File: config.mk
export PLATFORM = sky130hd
export DESIGN_NAME = lin_usart_tx
export DESIGN_NICKNAME = d
export VERILOG_FILES = /design/src/rtl/lin_usart_pkg.sv /design/src/rtl/lin_tx_parity.sv /design/src/rtl/lin_tx_holdbuf.sv /design/src/rtl/lin_tx_engine.sv /design/src/rtl/lin_usart_tx.sv
export SDC_FILE = /design/constraint.sdc
export NUM_CORES = 1
export LEC_CHECK = 0
export ABC_CLOCK_PERIOD_IN_PS = 2200
export BUFFER_PORTS_ARGS = -buffer_cell sky130_fd_sc_hd__buf_2
export CORE_MARGIN = 2
export CORE_UTILIZATION = 52
export DETAILED_ROUTE_END_ITERATION = 12
export GPL_TIMING_DRIVEN = 1
export PLACE_DENSITY = 0.73
export SLEW_MARGIN = 20
export SYNTH_ARGS = -nofsm -noshare
export SYNTH_HDL_FRONTEND = slang
export SYNTH_SLANG_ARGS = --single-unit
File: constraint.sdc
create_clock -name clk -period 2.2 [get_ports clk]
set_input_delay 0.44 -clock clk [delete_from_list [all_inputs] [get_ports clk]]
set_output_delay 0.44 -clock clk [all_outputs]
set_load 0.005 [all_outputs]
File: src/rtl/lin_usart_pkg.sv
package lin_usart_pkg;

  localparam int unsigned CHAR_W = 9;
  localparam int unsigned CNT_W  = $clog2(CHAR_W + 1);

  typedef enum logic [1:0] {
    HDR_NONE  = 2'd0,
    HDR_BREAK = 2'd1,
    HDR_AUTO  = 2'd2,
    HDR_RSVD  = 2'd3
  } hdr_cmd_e;

  typedef enum logic [2:0] {
    ST_IDLE,
    ST_BRK,
    ST_DLM,
    ST_START,
    ST_DATA,
    ST_PAR,
    ST_STOP
  } tx_state_e;

  typedef struct packed {
    logic [CHAR_W-1:0] data;
    logic [CNT_W-1:0]  nbits;
    logic              par_en;
    logic              par_odd;
    logic              two_stop;
    hdr_cmd_e          cmd;
  } tx_req_t;

  function automatic logic [CNT_W-1:0] width_of_code(input logic [2:0] code);
    case (code)
      3'd1:    width_of_code = CNT_W'(9);
      3'd5:    width_of_code = CNT_W'(5);
      3'd6:    width_of_code = CNT_W'(6);
      3'd7:    width_of_code = CNT_W'(7);
      default: width_of_code = CNT_W'(8);
    endcase
  endfunction

endpackage

File: src/rtl/lin_tx_parity.sv
module lin_tx_parity
  import lin_usart_pkg::*;
(
  input  logic [CHAR_W-1:0] data,
  input  logic [CNT_W-1:0]  nbits,
  input  logic              odd,
  output logic              par
);

  logic [CHAR_W-1:0] masked;

  for (genvar i = 0; i < CHAR_W; i++) begin : g_mask
    assign masked[i] = data[i] & (nbits > CNT_W'(i));
  end

  assign par = (^masked) ^ odd;

endmodule

File: src/rtl/lin_tx_holdbuf.sv
module lin_tx_holdbuf
  import lin_usart_pkg::*;
(
  input  logic    clk,
  input  logic    rst,
  input  logic    push,
  input  tx_req_t push_req,
  input  logic    pop,
  output logic    full,
  output tx_req_t head
);

  always_ff @(posedge clk) begin
    if (rst) begin
      full <= 1'b0;
      head <= '0;
    end else if (pop) begin
      full <= 1'b0;
    end else if (push && !full) begin
      full <= 1'b1;
      head <= push_req;
    end
  end

  AST_HELD_ENTRY_STABLE: assert property (@(posedge clk) disable iff (rst)
    (full && !pop) |=> (full && $stable(head)));

endmodule

File: src/rtl/lin_tx_engine.sv
module lin_tx_engine
  import lin_usart_pkg::*;
#(
  parameter int unsigned BREAK_BITS = 13,
  parameter logic [7:0]  SYNC_BYTE  = 8'h55
) (
  input  logic    clk,
  input  logic    rst,
  input  logic    tick,
  input  logic    req_valid,
  input  tx_req_t req,
  output logic    pop,
  output logic    txd,
  output logic    active,
  output logic    done
);

  localparam int unsigned BRK_CW = $clog2(BREAK_BITS + 1);
  localparam logic [BRK_CW-1:0] BRK_LAST = BRK_CW'(BREAK_BITS);

  tx_state_e         st, st_n;
  logic              txd_q, txd_n;
  logic [CHAR_W-1:0] shreg, shreg_n;
  logic [CNT_W-1:0]  bitcnt, bitcnt_n;
  logic [BRK_CW-1:0] brk_cnt, brk_cnt_n;
  logic              stop_more, stop_more_n;
  logic [CNT_W-1:0]  cur_nbits, cur_nbits_n;
  logic              cur_par_en, cur_par_en_n;
  logic              cur_par, cur_par_n;
  logic              cur_two, cur_two_n;
  logic              cur_is_sync, cur_is_sync_n;
  tx_req_t           pend, pend_n;
  logic              sync_pend, sync_pend_n;
  logic              done_q, done_n;

  // Source of the next character to load
  logic              from_pend, ld_is_sync;
  tx_req_t           ld, sync_req;
  logic              ld_par;
  logic              launch, load_char;

  always_comb begin
    sync_req          = '0;
    sync_req.data     = {{(CHAR_W-8){1'b0}}, SYNC_BYTE};
    sync_req.nbits    = CNT_W'(8);
    sync_req.cmd      = HDR_NONE;
    from_pend  = (st == ST_DLM) || (st == ST_STOP && cur_is_sync);
    ld_is_sync = (st == ST_DLM) && sync_pend;
    if (from_pend) ld = ld_is_sync ? sync_req : pend;
    else           ld = req;
  end

  lin_tx_parity u_par (
    .data  (ld.data),
    .nbits (ld.nbits),
    .odd   (ld.par_odd),
    .par   (ld_par)
  );

  always_comb begin
    st_n          = st;
    txd_n         = txd_q;
    shreg_n       = shreg;
    bitcnt_n      = bitcnt;
    brk_cnt_n     = brk_cnt;
    stop_more_n   = stop_more;
    cur_nbits_n   = cur_nbits;
    cur_par_en_n  = cur_par_en;
    cur_par_n     = cur_par;
    cur_two_n     = cur_two;
    cur_is_sync_n = cur_is_sync;
    pend_n        = pend;
    sync_pend_n   = sync_pend;
    done_n        = 1'b0;
    pop           = 1'b0;
    launch        = 1'b0;
    load_char     = 1'b0;

    if (tick) begin
      case (st)
        ST_IDLE: launch = req_valid;
        ST_BRK: begin
          if (brk_cnt == BRK_LAST) begin
            txd_n = 1'b1;
            st_n  = ST_DLM;
          end else begin
            brk_cnt_n = brk_cnt + 1'b1;
          end
        end
        ST_DLM: load_char = 1'b1;
        ST_START: begin
          txd_n    = shreg[0];
          shreg_n  = shreg >> 1;
          bitcnt_n = CNT_W'(1);
          st_n     = ST_DATA;
        end
        ST_DATA: begin
          if (bitcnt == cur_nbits) begin
            stop_more_n = cur_two;
            if (cur_par_en) begin
              txd_n = cur_par;
              st_n  = ST_PAR;
            end else begin
              txd_n = 1'b1;
              st_n  = ST_STOP;
            end
          end else begin
            txd_n    = shreg[0];
            shreg_n  = shreg >> 1;
            bitcnt_n = bitcnt + 1'b1;
          end
        end
        ST_PAR: begin
          txd_n       = 1'b1;
          st_n        = ST_STOP;
          stop_more_n = cur_two;
        end
        ST_STOP: begin
          if (stop_more) begin
            stop_more_n = 1'b0;
          end else if (cur_is_sync) begin
            load_char = 1'b1;
          end else begin
            done_n = 1'b1;
            txd_n  = 1'b1;
            st_n   = ST_IDLE;
            launch = req_valid;
          end
        end
        default: st_n = ST_IDLE;
      endcase
    end

    if (launch) begin
      pop = 1'b1;
      if (req.cmd == HDR_BREAK || req.cmd == HDR_AUTO) begin
        st_n        = ST_BRK;
        txd_n       = 1'b0;
        brk_cnt_n   = BRK_CW'(1);
        pend_n      = req;
        sync_pend_n = (req.cmd == HDR_AUTO);
      end else begin
        load_char = 1'b1;
      end
    end

    if (load_char) begin
      st_n          = ST_START;
      txd_n         = 1'b0;
      shreg_n       = ld.data;
      cur_nbits_n   = ld.nbits;
      cur_par_en_n  = ld.par_en;
      cur_par_n     = ld_par;
      cur_two_n     = ld.two_stop;
      cur_is_sync_n = ld_is_sync;
      if (ld_is_sync) sync_pend_n = 1'b0;
    end
  end

  always_ff @(posedge clk) begin
    if (rst) begin
      st          <= ST_IDLE;
      txd_q       <= 1'b1;
      shreg       <= '0;
      bitcnt      <= '0;
      brk_cnt     <= '0;
      stop_more   <= 1'b0;
      cur_nbits   <= '0;
      cur_par_en  <= 1'b0;
      cur_par     <= 1'b0;
      cur_two     <= 1'b0;
      cur_is_sync <= 1'b0;
      pend        <= '0;
      sync_pend   <= 1'b0;
      done_q      <= 1'b0;
    end else begin
      st          <= st_n;
      txd_q       <= txd_n;
      shreg       <= shreg_n;
      bitcnt      <= bitcnt_n;
      brk_cnt     <= brk_cnt_n;
      stop_more   <= stop_more_n;
      cur_nbits   <= cur_nbits_n;
      cur_par_en  <= cur_par_en_n;
      cur_par     <= cur_par_n;
      cur_two     <= cur_two_n;
      cur_is_sync <= cur_is_sync_n;
      pend        <= pend_n;
      sync_pend   <= sync_pend_n;
      done_q      <= done_n;
    end
  end

  assign txd    = txd_q;
  assign active = (st != ST_IDLE);
  assign done   = done_q;

  AST_IDLE_LINE_HIGH: assert property (@(posedge clk) disable iff (rst)
    (st == ST_IDLE) |-> txd_q);
  AST_START_BIT_LOW: assert property (@(posedge clk) disable iff (rst)
    (st == ST_START) |-> !txd_q);
  AST_DATA_COUNT_RANGE: assert property (@(posedge clk) disable iff (rst)
    (st == ST_DATA) |-> (bitcnt >= CNT_W'(1) && bitcnt <= cur_nbits));
  AST_STOP_LINE_HIGH: assert property (@(posedge clk) disable iff (rst)
    (st == ST_STOP) |-> txd_q);
  AST_BREAK_LINE_LOW: assert property (@(posedge clk) disable iff (rst)
    (st == ST_BRK) |-> !txd_q);
  AST_BREAK_COUNT_RANGE: assert property (@(posedge clk) disable iff (rst)
    (st == ST_BRK) |-> (brk_cnt >= BRK_CW'(1) && brk_cnt <= BRK_LAST));
  AST_DELIM_HIGH: assert property (@(posedge clk) disable iff (rst)
    (st == ST_DLM) |-> txd_q);
  AST_POP_ON_TICK: assert property (@(posedge clk) disable iff (rst)
    pop |-> (tick && req_valid));
  AST_DONE_SINGLE: assert property (@(posedge clk) disable iff (rst)
    done_q |=> !done_q);

endmodule

File: src/rtl/lin_usart_tx.sv
module lin_usart_tx
  import lin_usart_pkg::*;
#(
  parameter int unsigned BREAK_BITS = 13,
  parameter logic [7:0]  SYNC_BYTE  = 8'h55
) (
  input  logic              clk,
  input  logic              rst,
  input  logic              tx_en,
  input  logic              baud_tick,
  input  logic              wr_valid,
  input  logic [CHAR_W-1:0] wr_data,
  input  logic [2:0]        cfg_size_code,
  input  logic              cfg_par_en,
  input  logic              cfg_par_odd,
  input  logic              cfg_two_stop,
  input  logic [1:0]        cfg_hdr_cmd,
  output logic              txd,
  output logic              busy,
  output logic              tx_done
);

  tx_req_t new_req, head;
  logic    hb_full, hb_pop, push, eng_active;

  always_comb begin
    new_req          = '0;
    new_req.data     = wr_data;
    new_req.nbits    = width_of_code(cfg_size_code);
    new_req.par_en   = cfg_par_en;
    new_req.par_odd  = cfg_par_odd;
    new_req.two_stop = cfg_two_stop;
    new_req.cmd      = hdr_cmd_e'(cfg_hdr_cmd);
  end

  assign push = wr_valid && tx_en && !hb_full;

  lin_tx_holdbuf u_hold (
    .clk      (clk),
    .rst      (rst),
    .push     (push),
    .push_req (new_req),
    .pop      (hb_pop),
    .full     (hb_full),
    .head     (head)
  );

  lin_tx_engine #(
    .BREAK_BITS (BREAK_BITS),
    .SYNC_BYTE  (SYNC_BYTE)
  ) u_eng (
    .clk       (clk),
    .rst       (rst),
    .tick      (baud_tick),
    .req_valid (hb_full),
    .req       (head),
    .pop       (hb_pop),
    .txd       (txd),
    .active    (eng_active),
    .done      (tx_done)
  );

  assign busy = eng_active | hb_full;

  AST_NO_ACCEPT_DISABLED: assert property (@(posedge clk) disable iff (rst)
    (!tx_en && !hb_full) |=> !hb_full);
  AST_IDLE_WHEN_NOT_BUSY: assert property (@(posedge clk) disable iff (rst)
    !busy |-> txd);

endmodule

Word level (Yosys, flattened, before mapping)
Cells that the tools add are included.
Widths: inputs -> output; s select.
{"block": "classes", "n_reduce_logical": 24, "n_bitwise": 14, "n_eq_ne": 17, "add_sub_neg": 2, "order_cmp": 9, "mux": 52}
{"cell": "$mux 18", "n": 2}
{"cell": "$mux 9", "n": 3}
{"cell": "$mux 1", "n": 24}
{"cell": "$mux 4", "n": 6}
{"cell": "$mux 3", "n": 7}
{"cell": "$eq 3x3->1 const B", "n": 6}
{"cell": "$pmux 3 s6", "n": 1}
{"cell": "$pmux 9 s2", "n": 1}
{"cell": "$gt 4x3->1 const B", "n": 4}
{"cell": "$pmux 4 s4", "n": 1}
{"cell": "$and 1x1->1", "n": 9}
{"cell": "$reduce_and 3->1", "n": 3}
{"cell": "$reduce_bool 3->1", "n": 3}
{"cell": "$reduce_xor 9->1", "n": 1}
{"cell": "$add 4x1->4 const B", "n": 2}
{"cell": "$gt 4x1->1 const B", "n": 2}
{"cell": "$gt 4x2->1 const B", "n": 2}
{"cell": "$pmux 4 s2", "n": 1}
{"cell": "$eq 3x1->1 const B", "n": 2}
{"cell": "$eq 3x2->1 const B", "n": 2}
{"cell": "$reduce_or 2->1", "n": 3}
{"cell": "$logic_and 1x1->1", "n": 5}
{"cell": "$pmux 1 s5", "n": 1}
{"cell": "$eq 4x4->1", "n": 1}
{"cell": "19 further kinds", "n": 26}
{"block": "totals", "ff_bits": 69, "output_inout_bits": 3, "word_cells": 145}

Longest topological paths before layout
{"block": "logic_depth", "ltp_word": 8, "depth_mapped": 11, "ltp_nobuf": 8}

By module
Synthesis repeated with hierarchy kept, for this count alone.
{"block": "unflattened", "hier_cells": 399, "area_unflattened_um2": 3569.7}
{"mod": "lin_tx_engine", "area_each_um2": 2469.9, "cells_per_inst": 286, "instances": 1}
{"mod": "lin_tx_holdbuf", "area_each_um2": 854.6, "cells_per_inst": 82, "instances": 1}
{"mod": "lin_tx_parity", "area_each_um2": 200.2, "cells_per_inst": 23, "instances": 1}
{"mod": "lin_usart_tx", "area_each_um2": 45.0, "cells_per_inst": 8, "instances": 1}

Worst setup path after synthesis
OpenSTA, ideal clock, no wires.
{"block": "synth_path", "path_type": "flip-flop to flip-flop", "start": "reg u_eng.st[0]", "end": "reg u_eng.cur_par", "path_buffers": 0, "synth_period_minus_slack_ps": 2070, "path_stages_with_launch": 8, "t_arrival_ps": 1956, "path_slack_ps": 130, "required_time_ps": 2085, "path_cell_list": "dfxtp_1 > and2b_1 > o21ai_1 > mux2_2 > o32ai_2 > xor2_1 > xnor3_1 > o21a_1"}
{"block": "synth_between", "elab_chain_cells": 8, "elab_cells_between_ends": 34}
{"element": "start, declared", "line": "lin_tx_engine.sv:21", "rtl": "tx_state_e st, st_n;"}
{"element": "start signal, assigned", "line": "lin_tx_engine.sv:177", "rtl": "st <= st_n;"}
{"element": "$eq 3x2->1 / $eq 3x3->1 (equally long branches)", "line": "lin_tx_engine.sv:47, lin_tx_engine.sv:48, lin_tx_engine.sv:80"}
{"element": "$logic_and 1x1->1, on equally long branches", "line": "lin_tx_engine.sv:48, lin_tx_engine.sv:47"}
{"element": "$mux 18 / $logic_or 1x1->1 (equally long branches)", "line": "lin_tx_engine.sv:49, lin_tx_engine.sv:47"}
{"element": "$mux 18", "line": "lin_tx_engine.sv:49", "rtl": "if (from_pend) ld = ld_is_sync ? sync_req : pend;"}
{"element": "$gt 4x1->1 (tied with other cells)", "line": "lin_tx_parity.sv:13", "rtl": "assign masked[i] = data[i] & (nbits > CNT_W'(i));"}
{"element": "$and 1x1->1", "line": "lin_tx_parity.sv:13"}
{"element": "$reduce_xor 9->1", "line": "lin_tx_parity.sv:16", "rtl": "assign par = (^masked) ^ odd;"}
{"element": "$xor 1x1->1", "line": "lin_tx_parity.sv:16"}
{"element": "end signal, assigned", "line": "lin_tx_engine.sv:185", "rtl": "cur_par <= cur_par_n;"}
{"element": "end, declared", "line": "lin_tx_engine.sv:29", "rtl": "logic cur_par, cur_par_n;"}
Parallel ways exist; a longest one is shown, timed or not.
A chain may end at the register's enable or synchronous reset.

Worst setup path after layout
Same ends and word-level chain as after synthesis.

==> results_dict.tcl <==
set metrics [dict create \
    status "finished, final reports clean" \
    core-area_mm2 0.00635 \
    grt_max_degree 36 \
    relSlewSlack 0.556 \
    placed_cells_incl_taps 526 \
    synth.net_count 441 \
    vias_per_cell 5.62 \
    drtPass1Iterations 4 \
    drt-total-wl_um 7990 \
    clk_pin_slew_ns 0.08 \
    synth_edf_count 0 \
    fp.dieArea_mm2 0.00720 \
    cap_violations 0 \
    syn_area_per_cell_um2 8.19 \
    post-route-period-util 0.989 \
    cp_data_required_time_ns 2.44 \
    r2r_cells 9 \
    met2_usage 0.373 \
    synthMuxAreaShare 0.102 \
    r2r_setup_slack_ns 0.02 \
    cp-start-kind "flop" \
    tightest_slew_ns 0.666 \
    busiest_layer "met2" \
    instances_no_fill 546 \
    die_y_um 84.9 \
    hold_viol_final 0 \
    ant_nets 0 \
    fin_crit_ns 2.18 \
    hold_depth 3 \
    cts_max_path_buffers 2 \
    ir_worst_vdd_v 0.000552 \
    io_pins 25 \
    gp_congestion 0.902 \
    detailed_place_hpwl_um 5720 \
    crit_type "reg2reg" \
    use_met3 0.0564 \
    syn_area_mm2 0.00340 \
    p_per_area_mw_per_mm2 691 \
    clock_sinks 67 \
    ys_types 49 \
    hp-start "cfg_par_en" \
    synthAdderAreaFrac 0.0147 \
    cp.arrival_ns 2.41 \
    hp-class "in2reg" \
    antenna_found_initial 0 \
    grt_pass1_wl_um 13600 \
    drive_above_1_share 0.230 \
    insertion_delay_ns 0.34 \
    ys.flop_type "dfxtp_1" \
    start_util 0.535 \
    finalSetupTns_ns 0 \
    synthArstFlopShare 0 \
    areaGrowthSynthToFinish_pct 21.3 \
    nNetsFinal 490 \
    rsz0062_at_grt "yes" \
    portBuffers 24 \
    skew_ns 0.00970 \
    yosysTopAreaCell "dfxtp_1" \
    synth_top_family_by_area "simple AND/OR/NAND/NOR gates" \
    grt_usage 0.233 \
    ys_seq_area_frac 0.395 \
    drv_slew 0 \
    synth_area_leaders "dfxtp_1 39%, mux2i_1 8.2%, nand2_1 6.1%, nor2_1 5.7%, a21oi_1 5.6%" \
    p_leak_uw 0.00162 \
    synth_top_area_share 0.395 \
    rows 29 \
    drtIter0Drc 296 \
    syn_inst 415 \
    cp-end-kind "flop" \
    cts_buffers 9 \
    wire_per_inst_um 14.6 \
    r2r_end "u_eng.cur_par$_SDFFE_PP0N_" \
    max_freq_mhz 460 \
    drcViolationCount 0 \
    r2r_start "u_eng.st[0]$_SDFF_PP0_" \
    synth_compound_area_frac 0.177 \
    ys_seq_elements 67 \
    grt_pass1_vias 2861 \
    use_met1 0.318 \
    crit_fanout 8 \
    hold_end "u_hold.head[4]$_SDFFE_PP0P_" \
    clock-root-buffer "clkbuf_8" \
    dieWidth_um 84.9 \
    cts_tree "built" \
    postCtsHoldBufs 0 \
    yosys.area_share.simple 0.232 \
    vias 3068 \
    diodes 0 \
    synth-xor-area-share 0.0350 \
    setup-violations-final 0 \
    grt_overflow_total 0 \
    yosysWarnings 0 \
    cts_htree_levels 3 \
]
## stage by stage
step                 util  worst slack, ns  cell area, um^2  total power, uW  hold WS, ns
floorplan               -            0.130             3400             1620        0.436
global placement    0.597          -0.0218             3790             1770        0.449
detailed placement  0.597          -0.0654             3790             1780        0.452
CTS                 0.633          0.00736             4020             2820        0.320
global route        0.649          -0.0888             4120             2970        0.333
finish              0.649           0.0249             4120             2850        0.332
## cells in the mapped netlist, types with 2 or more instances
master,instances
a211oi_1,14
a21o_1,2
a21oi_1,38
a311oi_1,5
a31oi_1,5
and2_1,3
and3_1,11
buf_2,3
buf_4,4
clkbuf_1,18
dfxtp_1,67
ha_1,4
inv_1,8
mux2_2,6
mux2i_1,28
nand2_1,55
nand2b_1,5
nand3_1,12
nand4_1,3
nor2_1,52
nor2b_1,5
nor3_1,7
nor3b_1,2
nor4_1,3
o211ai_1,3
o21ai_0,15
o22ai_1,2
o31ai_1,2
or2_2,3
or3_1,2
xnor2_1,3
xor2_1,8
## power by group
part / switching (uW) / internal [uW]
clock: 484 / 554
sequential: 48.3 / 1270
combinational: 254 / 240
## final cells by class
class | count | area (um^2)
Clock buffer | 10 | 138
Clock inverter | 6 | 65.1
Fill cell | 518 | 2230
Inverter | 8 | 30.0
Multi-Input combinational cell | 314 | 1980
Sequential cell | 67 | 1350
Tap cell | 77 | 96.3
Timing Repair Buffer | 64 | 469
## metal layers
| metal | vias to the layer above | part of all wire |
|---|---|---|
| li1 | 1566 | - |
| met1 | 1406 | 0.49 |
| met2 | 85 | 0.44 |
| met3 | 11 | 0.055 |
| met4 | 0 | 0.015 |
| met5 | - | 0 |
## worst max-delay path, stage by stage (launching register included)
cell,delay [ns]
dfxtp_2,0.34
nand2b_4,0.13
a21oi_4,0.04
buf_12,0.14
buf_6,0.11
o32ai_4,0.28
nand4b_1,0.22
mux2i_1,0.21
xnor3_1,0.41
o21a_1,0.18
## cell families (layout without fill, tap and decap cells)
| kind of cell | Yosys count | in the layout |
|---|---|---|
| xor+xnor | 12 | 12 |
| fa+ha+maj | 4 | 4 |
| compound gates | 95 | 95 |
| mux | 34 | 34 |
| simple gates | 169 | 169 |
| flops | 67 | 67 |
| buf+inv | 34 | 88 |
## flip-flops by register name (all words and copies together), names as in the netlist
signal and cells:
u_hold.head 18, u_hold.full 1, u_eng.sync_pend 1, u_eng.stop_more 1
u_eng.pend 16, u_eng.done 1, u_eng.st 3, u_eng.cur_is_sync 1
u_eng.txd 1, u_eng.cur_two 1, u_eng.cur_nbits 4, u_eng.cur_par_en 1
u_eng.brk_cnt 4, u_eng.bitcnt 4, u_eng.shreg 9, u_eng.cur_par 1
## worst max path at each step
stage | startpoint | end | slack (ns) | cells past startpoint
finish | u_eng.st[0]$_SDFF_PP0_ | u_eng.cur_par$_SDFFE_PP0N_ | 0.02 | 9
detailed placement | u_eng.st[2]$_SDFF_PP0_ | u_eng.cur_par$_SDFFE_PP0N_ | -0.07 | 7
floorplan | u_eng.st[0]$_SDFF_PP0_ | u_eng.cur_par$_SDFFE_PP0N_ | 0.13 | 7
global placement | u_eng.st[2]$_SDFF_PP0_ | u_eng.cur_par$_SDFFE_PP0N_ | -0.02 | 7
global route | u_eng.st[0]$_SDFF_PP0_ | u_eng.cur_par$_SDFFE_PP0N_ | -0.09 | 9
CTS | u_eng.st[1]$_SDFF_PP0_ | u_eng.cur_par$_SDFFE_PP0N_ | 0.007 | 9
## layout by cell type (no fill, tap or decap), types with 2 or more instances in the layout
master,instances
a211oi_1,14
or3_1,2
nand4_1,3
buf_6,3
o211ai_1,3
clkinv_4,2
nor3_1,7
nand2_1,54
mux2i_2,5
and2_1,2
o31ai_1,2
buf_12,3
mux2_2,6
a311oi_1,4
dfxtp_2,3
nor3b_1,2
mux2i_1,23
or2_2,3
o22ai_1,2
dfxtp_1,64
a31oi_1,5
nor2b_1,4
buf_2,24
nor2_1,52
buf_4,34
and3_1,11
nand2b_1,4
xor2_1,8
clkbuf_8,10
inv_1,8
a21o_1,2
ha_1,4
clkinv_2,2
nor4_1,2
o21ai_0,14
a21oi_1,38
nand3_1,12
xnor2_1,3
o32ai_4,2
## what timing repair did
item                       4_1_cts  5_1_grt
setup endpoints to repair        1       13
pin swaps                        0        5
resized for setup                4       17
buffers inserted                 1        3
No activity file was read; power rests on OpenSTA's default activity.
